[src/rtl/seed_csr_pkg.sv]
package seed_csr_pkg;

  typedef enum logic [1:0] {
    ST_SELFTEST = 2'b00,
    ST_WAIT     = 2'b01,
    ST_READY    = 2'b10,
    ST_FAILED   = 2'b11
  } seed_stat_e;

  typedef enum logic [1:0] {
    EXC_NONE    = 2'd0,
    EXC_ILLEGAL = 2'd1,
    EXC_VIRT    = 2'd2
  } seed_exc_e;

  localparam logic [1:0] PRIV_U = 2'b00;
  localparam logic [1:0] PRIV_S = 2'b01;
  localparam logic [1:0] PRIV_M = 2'b11;

  // Permission verdict; checks are ordered by priority.
  function automatic seed_exc_e access_verdict(
    input logic       feat,
    input logic       wr,
    input logic [1:0] priv,
    input logic       virt,
    input logic       s_en,
    input logic       u_en
  );
    if (!feat)                      return EXC_ILLEGAL;
    if (!wr)                        return EXC_ILLEGAL;
    if (virt && priv != PRIV_M)     return s_en ? EXC_VIRT : EXC_ILLEGAL;
    if (priv == PRIV_M)             return EXC_NONE;
    if (priv == PRIV_S && s_en)     return EXC_NONE;
    if (priv == PRIV_U && u_en)     return EXC_NONE;
    return EXC_ILLEGAL;
  endfunction

  // Assemble the read word; the sample is only visible with a ready status.
  function automatic logic [31:0] pack_word(input seed_stat_e st, input logic [15:0] smp);
    logic [15:0] low;
    low = (st == ST_READY) ? smp : 16'h0000;
    return {st, 14'b0, low};
  endfunction

endpackage

[src/rtl/seed_access_check.sv]
module seed_access_check
  import seed_csr_pkg::*;
#(
  parameter int          ADDR_W    = 12,
  parameter logic [11:0] SEED_ADDR = 12'h015
) (
  input  logic              clk_i,
  input  logic              rst_ni,
  input  logic              req_i,
  input  logic [ADDR_W-1:0] addr_i,
  input  logic              feat_en_i,
  input  logic              wr_intent_i,
  input  logic [1:0]        priv_i,
  input  logic              virt_i,
  input  logic              sup_en_i,
  input  logic              usr_en_i,
  output logic              hit_o,
  output logic              grant_o,
  output seed_exc_e         exc_o
);

  seed_exc_e verdict;

  always_comb begin
    hit_o   = req_i && (addr_i == ADDR_W'(SEED_ADDR));
    verdict = access_verdict(feat_en_i, wr_intent_i, priv_i, virt_i, sup_en_i, usr_en_i);
    exc_o   = hit_o ? verdict : EXC_NONE;
    grant_o = hit_o && (verdict == EXC_NONE);
  end

  assert_pure_read_R4: assert property (@(posedge clk_i) disable iff (!rst_ni)
    hit_o && !wr_intent_i |-> exc_o == EXC_ILLEGAL && !grant_o);

  assert_virt_priority_R7: assert property (@(posedge clk_i) disable iff (!rst_ni)
    hit_o && feat_en_i && wr_intent_i && virt_i && priv_i != PRIV_M |-> !grant_o);

  assert_machine_R5: assert property (@(posedge clk_i) disable iff (!rst_ni)
    hit_o && feat_en_i && wr_intent_i && priv_i == PRIV_M |-> grant_o);

  assert_miss_silent_R1: assert property (@(posedge clk_i) disable iff (!rst_ni)
    !hit_o |-> exc_o == EXC_NONE && !grant_o);

endmodule

[src/rtl/seed_health.sv]
module seed_health
  import seed_csr_pkg::*;
#(
  parameter int SELFTEST_CYCLES = 16
) (
  input  logic       clk_i,
  input  logic       rst_ni,
  input  logic       fail_i,
  input  logic       buf_full_i,
  output seed_stat_e stat_o,
  output logic       run_o,
  output logic       dead_o
);

  localparam int CNT_W = $clog2(SELFTEST_CYCLES + 1);

  logic [CNT_W-1:0] cnt_q;
  logic             run_q;
  logic             dead_q;
  logic             selftest_done;

  assign selftest_done = (cnt_q == CNT_W'(SELFTEST_CYCLES - 1));

  always_ff @(posedge clk_i or negedge rst_ni) begin
    if (!rst_ni) begin
      cnt_q  <= '0;
      run_q  <= 1'b0;
      dead_q <= 1'b0;
    end else begin
      dead_q <= dead_q | fail_i;
      if (!run_q) begin
        if (selftest_done) run_q <= 1'b1;
        else               cnt_q <= cnt_q + 1'b1;
      end
    end
  end

  always_comb begin
    if (dead_q)          stat_o = ST_FAILED;
    else if (!run_q)     stat_o = ST_SELFTEST;
    else if (buf_full_i) stat_o = ST_READY;
    else                 stat_o = ST_WAIT;
  end

  assign run_o  = run_q;
  assign dead_o = dead_q;

  assert_dead_sticky_R12: assert property (@(posedge clk_i) disable iff (!rst_ni)
    dead_o |=> dead_o && stat_o == ST_FAILED);

  assert_fail_reacts_R12: assert property (@(posedge clk_i) disable iff (!rst_ni)
    fail_i |=> stat_o == ST_FAILED);

  assert_selftest_exit_R9: assert property (@(posedge clk_i) disable iff (!rst_ni)
    stat_o == ST_SELFTEST && !fail_i |=> stat_o == ST_SELFTEST || stat_o == ST_WAIT);

endmodule

[src/rtl/seed_sample_buf.sv]
module seed_sample_buf #(
  parameter int SAMPLE_W = 16
) (
  input  logic                clk_i,
  input  logic                rst_ni,
  input  logic                accept_en_i,
  input  logic                flush_i,
  input  logic                consume_i,
  input  logic                src_valid_i,
  input  logic [SAMPLE_W-1:0] src_data_i,
  output logic                src_ready_o,
  output logic                full_o,
  output logic [SAMPLE_W-1:0] data_o
);

  logic                full_q;
  logic [SAMPLE_W-1:0] data_q;
  logic                capture;

  assign src_ready_o = accept_en_i && !full_q;
  assign capture     = src_ready_o && src_valid_i;

  always_ff @(posedge clk_i or negedge rst_ni) begin
    if (!rst_ni) begin
      full_q <= 1'b0;
      data_q <= '0;
    end else if (flush_i || consume_i) begin
      full_q <= 1'b0;
    end else if (capture) begin
      full_q <= 1'b1;
      data_q <= src_data_i;
    end
  end

  assign full_o = full_q;
  assign data_o = data_q;

  assert_single_use_R11: assert property (@(posedge clk_i) disable iff (!rst_ni)
    consume_i |=> !full_o);

  assert_hold_R13: assert property (@(posedge clk_i) disable iff (!rst_ni)
    full_o && !consume_i && !flush_i |=> full_o && $stable(data_o));

  assert_capture_R10: assert property (@(posedge clk_i) disable iff (!rst_ni)
    capture && !flush_i |=> full_o && data_o == $past(src_data_i));

endmodule

[src/rtl/entropy_seed_csr.sv]
module entropy_seed_csr
  import seed_csr_pkg::*;
#(
  parameter int SELFTEST_CYCLES = 16,
  parameter int SAMPLE_W        = 16
) (
  input  logic                clk_i,
  input  logic                rst_ni,
  input  logic                feat_en_i,
  input  logic                req_i,
  input  logic [11:0]         addr_i,
  input  logic                wr_intent_i,
  input  logic [1:0]          priv_i,
  input  logic                virt_i,
  input  logic                sup_seed_en_i,
  input  logic                usr_seed_en_i,
  output logic                hit_o,
  output logic [1:0]          exc_o,
  output logic [31:0]         rdata_o,
  input  logic                src_valid_i,
  input  logic [SAMPLE_W-1:0] src_data_i,
  output logic                src_ready_o,
  input  logic                src_fail_i
);

  seed_exc_e           exc;
  seed_stat_e          stat;
  logic                grant;
  logic                consume;
  logic                run;
  logic                dead;
  logic                buf_full;
  logic [SAMPLE_W-1:0] buf_data;

  seed_access_check u_check (
    .clk_i, .rst_ni, .req_i, .addr_i, .feat_en_i, .wr_intent_i,
    .priv_i, .virt_i,
    .sup_en_i (sup_seed_en_i),
    .usr_en_i (usr_seed_en_i),
    .hit_o,
    .grant_o  (grant),
    .exc_o    (exc)
  );

  seed_health #(.SELFTEST_CYCLES(SELFTEST_CYCLES)) u_health (
    .clk_i, .rst_ni,
    .fail_i     (src_fail_i),
    .buf_full_i (buf_full),
    .stat_o     (stat),
    .run_o      (run),
    .dead_o     (dead)
  );

  assign consume = grant && (stat == ST_READY);

  seed_sample_buf #(.SAMPLE_W(SAMPLE_W)) u_buf (
    .clk_i, .rst_ni,
    .accept_en_i (run && !dead),
    .flush_i     (dead),
    .consume_i   (consume),
    .src_valid_i, .src_data_i, .src_ready_o,
    .full_o      (buf_full),
    .data_o      (buf_data)
  );

  assign exc_o   = exc;
  assign rdata_o = grant ? pack_word(stat, 16'(buf_data)) : 32'h0;

  assert_zero_sample_R3: assert property (@(posedge clk_i) disable iff (!rst_ni)
    rdata_o[31:30] != 2'b10 |-> rdata_o[15:0] == 16'h0);

  assert_exc_no_consume_R13: assert property (@(posedge clk_i) disable iff (!rst_ni)
    hit_o && exc_o != 2'd0 && buf_full && !dead |=> buf_full);

  assert_ready_gated_R10: assert property (@(posedge clk_i) disable iff (!rst_ni)
    src_ready_o |-> stat == ST_WAIT);

endmodule

[config.mk]
export PLATFORM = sky130hd
export DESIGN_NAME = entropy_seed_csr
export DESIGN_NICKNAME = d
export VERILOG_FILES = /design/src/rtl/seed_csr_pkg.sv /design/src/rtl/seed_access_check.sv /design/src/rtl/seed_health.sv /design/src/rtl/seed_sample_buf.sv /design/src/rtl/entropy_seed_csr.sv
export SDC_FILE = /design/constraint.sdc
export NUM_CORES = 1
export LEC_CHECK = 0
export ABC_CLOCK_PERIOD_IN_PS = 2500
export BUFFER_PORTS_ARGS = -buffer_cell sky130_fd_sc_hd__buf_4
export CORE_AREA = 2 2 59 61
export CTS_CLUSTER_DIAMETER = 40
export DETAILED_ROUTE_END_ITERATION = 12
export DIE_AREA = 0 0 61 63
export GPL_TIMING_DRIVEN = 0
export PLACE_DENSITY = 0.75
export RECOVER_POWER = 25
export SLEW_MARGIN = 20
export SYNTH_ARGS = -nofsm -noshare
export SYNTH_HDL_FRONTEND = slang
export SYNTH_SLANG_ARGS = --single-unit
export TNS_END_PERCENT = 50
[constraint.sdc]
create_clock -name clk_i -period 2.5 [get_ports clk_i]
set_input_delay 0.25 -clock clk_i [delete_from_list [all_inputs] [get_ports clk_i]]
set_output_delay 0.25 -clock clk_i [all_outputs]
set_load 0.03 [all_outputs]
# After elaboration in Yosys (flattened, before gate mapping)
# Cells that the tools add are included.
# op_classes
n_eq_ne	6
n_reduce_logical	17
n_lt_le_gt_ge	0
n_bitwise	4
mux	44
n_addsub	1
div	0
n_mul	0
shift	0
# ops
cell	n
2-to-1 mux 2 bit	18
2-to-1 mux 32 bit	1
2-to-1 mux 1 bit	24
2-to-1 mux 16 bit	1
== test 12 x 5 -> 1 bit, second input constant	1
logical AND 1 bit	9
adder 5 x 1 -> 5 bit, second input constant	1
== test 5 x 4 -> 1 bit, second input constant	1
== test 2 bit, second input constant	2
zero test 2 bit	2
AND reduction 2 bit	2
NOT 1 bit	3
== test 2 x 1 -> 1 bit, second input constant	1
zero test 1 bit	2
!= test 2 bit, second input constant	1
nonzero test 2 bit	1
logical OR 1 bit	1
OR 1 bit	1
# word_totals
mem_count	0
ram_bits	0
wordCells	77
regBits	24
latch_bits	0
romBits	0
output_inout_bits	36

# Depth between registers and ports, before layout
# Gate-level depths: netlist of the first run.
# logic_depth
ltp_word	29
ltp_mapped	6
mapped_depth_nobuf	6

# Modules after synthesis
# Synthesis of the first run repeated with hierarchy kept, for this count alone.
# unflattened
cells_unflattened	117
area_unflattened_um2	1410.1
# modules_own_cells
module	instances	seq_area_each_um2	cells_per_inst	area_each_um2
seed_sample_buf	1	425.4	39	660.6
entropy_seed_csr	1	0.0	38	326.6
seed_health	1	175.2	25	312.8
seed_access_check	1	0.0	15	110.1

# Least setup slack after synthesis of the first run
# Ideal clock, no wire load.
# synth_path
kind	in2out
from	in priv_i[1]
to	out rdata_o[0]
stages	4
slack_ps	249
arrival_ps	2001
n_path_buf	1
required_time_ps	2250
cell_sequence	or3b_1 a211o_1 buf_6 nor4_1
# synth_via
elab_chain_len	17
word_cells_on_any_way	38
classes_between	3 x eq/ne; 29 x mux; 6 x reduce/logical
# synth_lines
item	line	rtl
start, declared	entropy_seed_csr.sv:13	input logic [1:0] priv_i,
zero test 2 bit	seed_csr_pkg.sv:34	if (priv == PRIV_U && u_en) return EXC_NONE;
logical AND 1 bit	seed_csr_pkg.sv:34	
2-to-1 mux 1 bit (2 in a row)	seed_csr_pkg.sv:34	
2-to-1 mux 1 bit	seed_csr_pkg.sv:33	if (priv == PRIV_S && s_en) return EXC_NONE;
2-to-1 mux 1 bit	seed_csr_pkg.sv:32	if (priv == PRIV_M) return EXC_NONE;
2-to-1 mux 1 bit	seed_csr_pkg.sv:31	if (virt && priv != PRIV_M) return s_en ? EXC_VIRT : EXC_ILLEGAL;
2-to-1 mux 1 bit	seed_csr_pkg.sv:30	if (!wr) return EXC_ILLEGAL;
2-to-1 mux 2 bit	seed_csr_pkg.sv:35	return EXC_ILLEGAL;
2-to-1 mux 2 bit	seed_csr_pkg.sv:34	
2-to-1 mux 2 bit	seed_csr_pkg.sv:33	
2-to-1 mux 2 bit *	seed_csr_pkg.sv:32	
2-to-1 mux 2 bit *	seed_csr_pkg.sv:31	
2-to-1 mux 2 bit *	seed_csr_pkg.sv:30	
zero test 2 bit *	seed_access_check.sv:28	grant_o = hit_o && (verdict == EXC_NONE);
logical AND 1 bit *	seed_access_check.sv:28	
2-to-1 mux 32 bit *	entropy_seed_csr.sv:67	assign rdata_o = grant ? pack_word(stat, 16'(buf_data)) : 32'h0;
end, declared	entropy_seed_csr.sv:19	output logic [31:0] rdata_o,
# Mark *: on every way between the ends. The rest lies on a longest branch, timed or not. The select of a mux whose other input is x is not followed.

# Final worst setup path of the first run
# layout_path
from	reg u_health.dead_q, in the netlist u_health.dead_o
to	out rdata_o[8]
# layout_via
elab_chain_len	4
# layout_lines
item	line	rtl
start, declared	seed_health.sv:19	logic dead_q;
start signal, assigned	seed_health.sv:30	dead_q <= dead_q | fail_i;
2-to-1 mux 2 bit	seed_health.sv:39	if (dead_q) stat_o = ST_FAILED;
== test 2 bit	seed_csr_pkg.sv:41	low = (st == ST_READY) ? smp : 16'h0000;
2-to-1 mux 16 bit	seed_csr_pkg.sv:41	
2-to-1 mux 32 bit	entropy_seed_csr.sv:67	
# No other way between the ends.

==> results list, run 1 <==
* Global-route wire length before repair: 4754 microns
- The worst path needs 2.205 ns of the cycle, external delays included.
* Critical path capture point type: output port
- In this run, CTS created clock tree buffers numbering 3.
* # DRC: 0
- First DRT Iteration DRCs: 15
* Via count of the first global-routing pass: 1112
- Standard cell area after detailed placement: 0.001936 sq mm
- Traced cell by cell, the critical path runs through nand3b_1 > clkbuf_1 > nor4_1 > buf_4.
- Number of detailed-routing iterations run before antenna repair: 4
- Maximum count of clock buffers along a single path: 2
- Clk network pwr share: 24.4%
- Sequential cells were found to cover 43.80% of the synthesized design area.
- Final-layout fill cell count: 292
- Measured in cells, the most critical reg-to-reg path has a length of 5.
- Type of the worst min-delay path: in2reg
- Die extent in y: 63 microns
- Counting instances, the worst hold path has a depth of 2.
- Count of buffer and inverter cells on the critical path: 2
- Clock-pin slew was measured on the worst setup and hold paths at 0.12 ns.
- Antenna diodes: 0
* Largest net degree at the start of global routing: 25
- In the final routed layout, each cell accounts on average for 11.96 microns.
- TritonCTS clock tree: built
- Global routing used 16.27% of the available tracks.
- Count of final max-slew check failures: 0
- Static timing analysis puts the maximum clock frequency at 0.4535 GHz.
- Sequential power share: 58.6%
- Sw frac: 23.97%
* Critical Path RT: 2.25 ns
- Final std cells w/o fill: 259
* Worst-Margin Slew: 1.271 ns
* Post-Syn Area: 0.001371 sq mm
* Slowest cell delay on critical path: 0.47 ns
- Arrival time at the worst endpoint: 1.96 ns
- Along the worst path, the maximum fanout reaches 10.
* Crit Path Class: reg2out
- Number of antenna violations at the first check in global routing: 0
* Clock tree root buffer cell: clkbuf_4
* Cell row count: 21
- Setup slack of the most critical reg-to-reg path: 0.67 ns
- Switching power total: 0.1587 mW
- Post-Synthesis Mean Instance Area: 10.16 sq um
- CTS saw 24 sinks.
- Total non-filler cell area in the finished layout: 0.001964 sq mm
* Number of distinct library cells after synthesis: 33
- Buffers added on ports: 61
- In this design, the largest share of critical-path delay is due to simple AND/OR/NAND/NOR gates.
- After layout, the worst path uses 88.20% of the clock period.
- Endpoint of the worst register-to-register path: u_health.cnt_q[1]
* Number of H-tree levels: 1
- In this run, placement finished with an instance count of 255.
- The flow ran to the end, and the final reports show no timing, DRC or antenna violations.
- Final hold violations: 0
- The Yosys step of the flow raised 0 warnings.
- Once detail routing completed, the nets flagged for antenna violations numbered 0.
- 76 I/O pins were placed.
- Routability Congestion: 0.7265
- Setup repair after global routing left no endpoint under its margin.
* Share of layout cells above drive strength 1: 47.89%
- The final layout contains 257 nets.
* Via count normalized by instance count: 4.571
* Effective utilization at floorplan: 42.43%
- Headroom to the max-slew limit came out at 15.24%.
* Internal power: 0.5034 mW
- Clock latency on the worst-skew pair, taken at its later pin, is 0.30 ns.
- The worst setup path is launched from a register.
* Power per Cell Area: 337.1 mW/mm^2
- Min-delay src: src_fail_i
* Final Skew: 0.001743 ns
- From synthesis to final layout, the design area changed by 43.25%.
* Reg2reg start: u_health.cnt_q[0]
- After clock tree synthesis, the repair step resized 0 gates.
- Congestion Overflow GR: 0
- Final setup violating endpoints: 0
- Detailed placement finished with a half-perimeter wire length of 2457 microns.
- The path with the worst hold slack has its endpoint at u_health.dead_o.
* Core box area: 0.003232 sq mm
* Static power due to leakage: 0.9461 nW
* Number of setup buffers added after CTS: 0
- Worst-path cell with the longest stage delay: dfrtp_1
- Wires add up to 3097 microns.
- Synthesis handed over a netlist of 135 instances.
- Combinational cells account for 17.0% of the total power.
* Total of max-cap violations: 0
* Highest ir drop seen on vdd: 0.1943 mV
- Die ar.: 0.003843 sq mm
- The routed layout has 1184 vias.
- After synthesis the netlist holds a flip-flop and latch count of 24.
- The die is 61 microns wide.
- Adding up every negative setup slack in the final design gives 0 ns.
- Worst Hold Slack: 0.1239 ns
- Overall power consumption after layout is estimated at 0.6622 mW.
flip-flops by register name (all words and copies together) (netlist names):
signal	flops
u_health.run_o	1
u_health.dead_o	1
u_buf.data_o	16
u_buf.full_o	1
u_health.cnt_q	5
per-stage QoR:
step | setup WS [ns] | util [%]
2_1_floorplan | 0.2487 | -
3_3_place_gp | 0.3906 | 59.89
3_5_place_dp | 0.4130 | 59.89
4_1_cts | 0.2901 | 60.90
5_1_grt | 0.2173 | 60.78
6_report | 0.2949 | 60.78
worst register-to-register path, stage by stage, from the launching register on:
cell     delay (ns)
dfrtp_1        0.43
ha_1           0.23
and3_1         0.15
ha_1           0.19
nor2_1         0.36
mux2_2         0.38
cell type report:
type	instances	area, sq um	share of cell area (%)
flip-flops and latches	24	600.6	30.57
multi-input cells	83	593.1	30.19
repair buffers	62	464.2	23.63
plain buffers	21	151.4	7.707
inverters	20	75.07	3.822
well taps	46	57.56	2.930
clock buffers	3	22.52	1.146
power groups by stage:
stage          Sequential, mW  Combinational [mW]  Clock, mW
6_report                0.388               0.113      0.161
5_1_grt                 0.388               0.123      0.186
4_1_cts                 0.388               0.114      0.172
3_5_place_dp            0.396               0.113          0
3_3_place_gp            0.396               0.112          0
2_1_floorplan           0.396              0.0556          0
how the worst max path moves through the flow:
stage / start / endpoint / slack (ns) / depth (start not counted)
6_report: u_health.dead_o / rdata_o[8] / 0.29 / 4
4_1_cts: u_health.dead_o / rdata_o[8] / 0.29 / 4
3_3_place_gp: addr_i[8] / rdata_o[8] / 0.39 / 6
5_1_grt: u_health.dead_o / rdata_o[8] / 0.22 / 4
3_5_place_dp: addr_i[1] / rdata_o[8] / 0.41 / 6
2_1_floorplan: priv_i[1] / rdata_o[0] / 0.25 / 4
routing by layer:
layer	share of wire [%]	vias to the layer above	GRT usage, %
met3	8.8	4	2.899
li1	-	591	-
met2	50	47	29.70
met4	0.81	0	4.076
met5	0	-	0
met1	40	542	18.87
kinds of logic after synthesis:
family	share of synthesized area, %
compound gates	3.650
xor+xnor	1.916
fa+ha+maj	1.825
buf+inv	16.51
flops	43.80
mux	13.96
other cells	0.2735
simple gates	18.07
Yosys cell counts (all sizes together):
master,number,area [sq um]
inv,20,75.07
xor2,1,8.760
and3,1,6.260
dfrtp,24,600.6
a21oi,4,20.02
nand4,3,18.77
o21ai,1,5.000
o31a,1,8.760
nor2b,1,6.260
buf,19,143.9
mux2,17,191.4
or3b,1,8.760
conb,1,3.750
a211o,1,8.760
or2,1,6.260
ha,2,25.02
nor4,16,106.4
nor4bb,1,10.01
nor4b,1,8.760
nand2,3,11.26
and3b,1,10.01
nor2,4,17.52
nand3b,2,15.01
xnor2,2,17.52
nor3b,1,7.510
a21boi,1,7.510
clkbuf,2,7.510
nor3,3,15.01
layout by cell type, fill, tap and decap left out, types with 3 or more instances in the layout:
cell and count:
clkbuf_4 3, nor3_1 3, buf_4 75, nand2_1 3, mux2_2 17, nor4_1 15
dfrtp_1 24, clkbuf_1 3, nand4_1 3, conb_1 14, nor2_1 3, inv_1 20
a21oi_1 4
what timing repair did:
item	4_1_cts	5_1_grt
hold buffers	1	0
setup endpoints to repair	0	0
endpoints found under the hold margin	24	0
Note: power is estimated with default switching activity, not from simulation.
==> run 2, diff against run 1 <==
--- a/config.mk
+++ b/config.mk
@@ -13,7 +13,6 @@
 export DIE_AREA = 0 0 61 63
 export GPL_TIMING_DRIVEN = 0
 export PLACE_DENSITY = 0.75
-export RECOVER_POWER = 25
 export SLEW_MARGIN = 20
 export SYNTH_ARGS = -nofsm -noshare
 export SYNTH_HDL_FRONTEND = slang
==> run 2 against run 1 <==
Hold slack barely moved; largest cell class unchanged; cell count did not move; non-clock buffer count did not move; die area did not move; global-route usage did not move; clock power barely moved.
==> results list, run 2 (same netlist as run 1, synthesis figures left out) <==
- Internal power: 0.5042 mW (+0.14%)
- Final std cells w/o fill: 259 (unchanged)
- Sw frac: 23.97% (about the same)
* Chip Width: 61 microns (unchanged)
- Static power due to leakage: 0.9498 nW (+0.38%)
- Clock tree root buffer cell: clkbuf_4
- Routed wire length: 3087 microns (-0.32%)
* Final critical path time including I/O delays and setup: 2.205 ns (-0.0001730 ns)
- The first-iteration detailed-routing DRC count was 15 (unchanged).
- TritonCTS clock tree: built
- The core area is 0.003232 sq mm (unchanged).
- The final hold violation count was 0 (unchanged).
* Share of layout cells above drive strength 1: 48.36% (+0.47 points)
* Total of max-cap violations: 0 (unchanged)
- The initial antenna violation count is 0 (unchanged).
- Number of setup buffers added after CTS: 0 (unchanged)
- The number of placement rows was 21 (unchanged).
* Flip-flop count of the largest register, all copies and words added: 16 (unchanged)
- The post-detailed-route via-to-cell ratio is 4.587 (+0.34%).
* Least setup slack across all paths after layout: 0.2951 ns (+0.0001730 ns)
* Startpoint Class: register
- Post-detailed-route count of antenna-violating nets: 0 (unchanged)
* Setup repair after global routing missed its margin: false
- The worst setup slack before clock tree synthesis came to 0.4130 ns (unchanged).
- The number of buffers between clock root and the deepest sink is 2 (unchanged).
- Largest net degree at the start of global routing: 25 (unchanged)
* Via count of the first global-routing pass: 1112 (unchanged)
* Worst-Skew Late Latency: 0.30 ns (about the same)
* Layout area overhead: 43.52%
* Count of final max-slew check failures: 0 (unchanged)
- The number of inserted diodes is 0 (unchanged).
- The setup-violating endpoint count in the final report came to 0 (unchanged).
- The sequential power share came to 58.5% (about the same).
- Sink count of the clock tree: 24 (unchanged)
* Setup slack of the most critical reg-to-reg path: 0.67 ns (about the same)
- The routed length per placed instance came to 11.92 microns (-0.32%).
* Setup crit start: u_health.dead_o
- The global-route wire length before repair was 4754 microns (unchanged).
* Outcome: finished, final reports clean
- Routability Congestion: 0.7265 (unchanged)
- Via count: 1188 (+0.34%)
- Most frequent standard cell in the layout excluding fill and tap cells: buf_4
- Min-delay src: src_fail_i
- Critical path capture point type: output port
* Global-route usage over all layers: 16.27% (unchanged)
- The total of buffers placed on input and output ports was 61 (unchanged).
- The height of the die came to 63 microns (unchanged).
- Commonest non-fill, non-tap cells in the layout: buf_4, dfrtp_1, inv_1
- Power per Cell Area: 336.9 mW/mm^2 (about the same)
* Congestion Overflow GR: 0 (unchanged)
- The die footprint is 0.003843 sq mm (unchanged).
* Post-Place Cells: 255 (unchanged)
- The number of remaining DRC errors is 0 (unchanged).
- The tightest min-delay check is of the in2reg type.
- The peak supply drop is 0.1943 mV (unchanged).
- The ratio of final minimum period to clock period came to 88.20% (about the same).
- The number of levels in the clock H-tree was 1 (unchanged).
* Final Skew: 0.002000 ns (+0.0002564 ns)
- Portion of total power attributed to combinational logic: 17.1% (about the same)
- The switching power summed over all nets is 0.1590 mW (+0.16%).
- Clk network pwr share: 24.4% (about the same)
- Pwr Total: 0.6632 mW (+0.15%)
* Fmax: 0.4535 GHz (about the same)
* Reg2reg start: u_health.cnt_q[0]
* Number of ports placed on the die boundary: 76 (unchanged)
- The highest net fanout along the worst path is 10 (unchanged).
- Total Neg Setup Slack: 0 ns (unchanged)
* Crit Path Class: reg2out
- The detailed-router iteration count before antenna repair was 4 (unchanged).
- Clock slew at the register clock pins of the worst setup and hold paths: 0.12 ns (about the same)
* Critical Path RT: 2.25 ns (about the same)
- The placed wire-length estimate after detailed placement is 2457 microns (unchanged).
- The initial core utilization came to 42.43% (unchanged).
- Net count of the finished layout: 257 (unchanged)
* Clock buffer count from CTS: 3 (unchanged)
* Arrival time at the worst endpoint: 1.95 ns (about the same)
==> run 2: per-layer routing <==
| layer | track usage, % | routed length [microns] | part of all wire, % | vias to the layer above |
|---|---|---|---|---|
| li1 | - | - | - | 591 |
| met1 | 18.87 | 1246 | 40 | 546 |
| met2 | 29.70 | 1543 | 50 | 47 |
| met3 | 2.899 | 272 | 8.8 | 4 |
| met4 | 4.076 | 25 | 0.81 | 0 |
| met5 | 0 | 0 | 0 | - |
==> run 2: critical path, cell delays in order, from the launching register on <==
cell and delay [ns]:
dfrtp_1 0.47, nand3b_1 0.34, clkbuf_1 0.31, nor4_1 0.31, buf_4 0.23
==> run 2: timing repair <==
action	CTS	global route
endpoints found under the hold margin	24	0
gates resized for setup	0	0
endpoints found under the setup margin	0	0
hold buffers	1	0
==> run 2: path summary, 6_finish.rpt <==
path	endpoint	cells after the start
max	rdata_o[8]	4
min	u_health.dead_o	2
max reg2reg	u_health.cnt_q[1]	5
min reg2reg	u_health.cnt_q[3]	1
max in group asynchronous	u_health.dead_o	2
min in group asynchronous	u_buf.data_o[13]	2
==> run 2: layout make-up <==
class	instances	area, sq um
Sequential cell	24	600.6
Multi-Input combinational cell	83	593.1
Timing Repair Buffer	62	467.9
Inverter	20	75.07
Buffer	21	151.4
Clock buffer	3	22.52
Fill cell	292	1264
Tap cell	46	57.56
==> run 2: power by group through the flow <==
stage,logic (mW),clock network (mW),registers (mW)
CTS,0.114,0.172,0.388
global route,0.124,0.186,0.388
finish,0.114,0.162,0.388
floorplan,0.0556,0,0.396
detailed placement,0.113,0,0.396
global placement,0.112,0,0.396
==> run 2: through the flow <==
stage / area, sq um / hold WS (ns) / utilization, %
after CTS: 1968 / 0.1118 / 60.90
after global placement: 1936 / 0.1643 / 59.89
after detailed placement: 1936 / 0.1679 / 59.89
after floorplan: 1420 / -0.04559 / -
final: 1968 / 0.1237 / 60.90
after global routing: 1968 / 0.1083 / 60.90
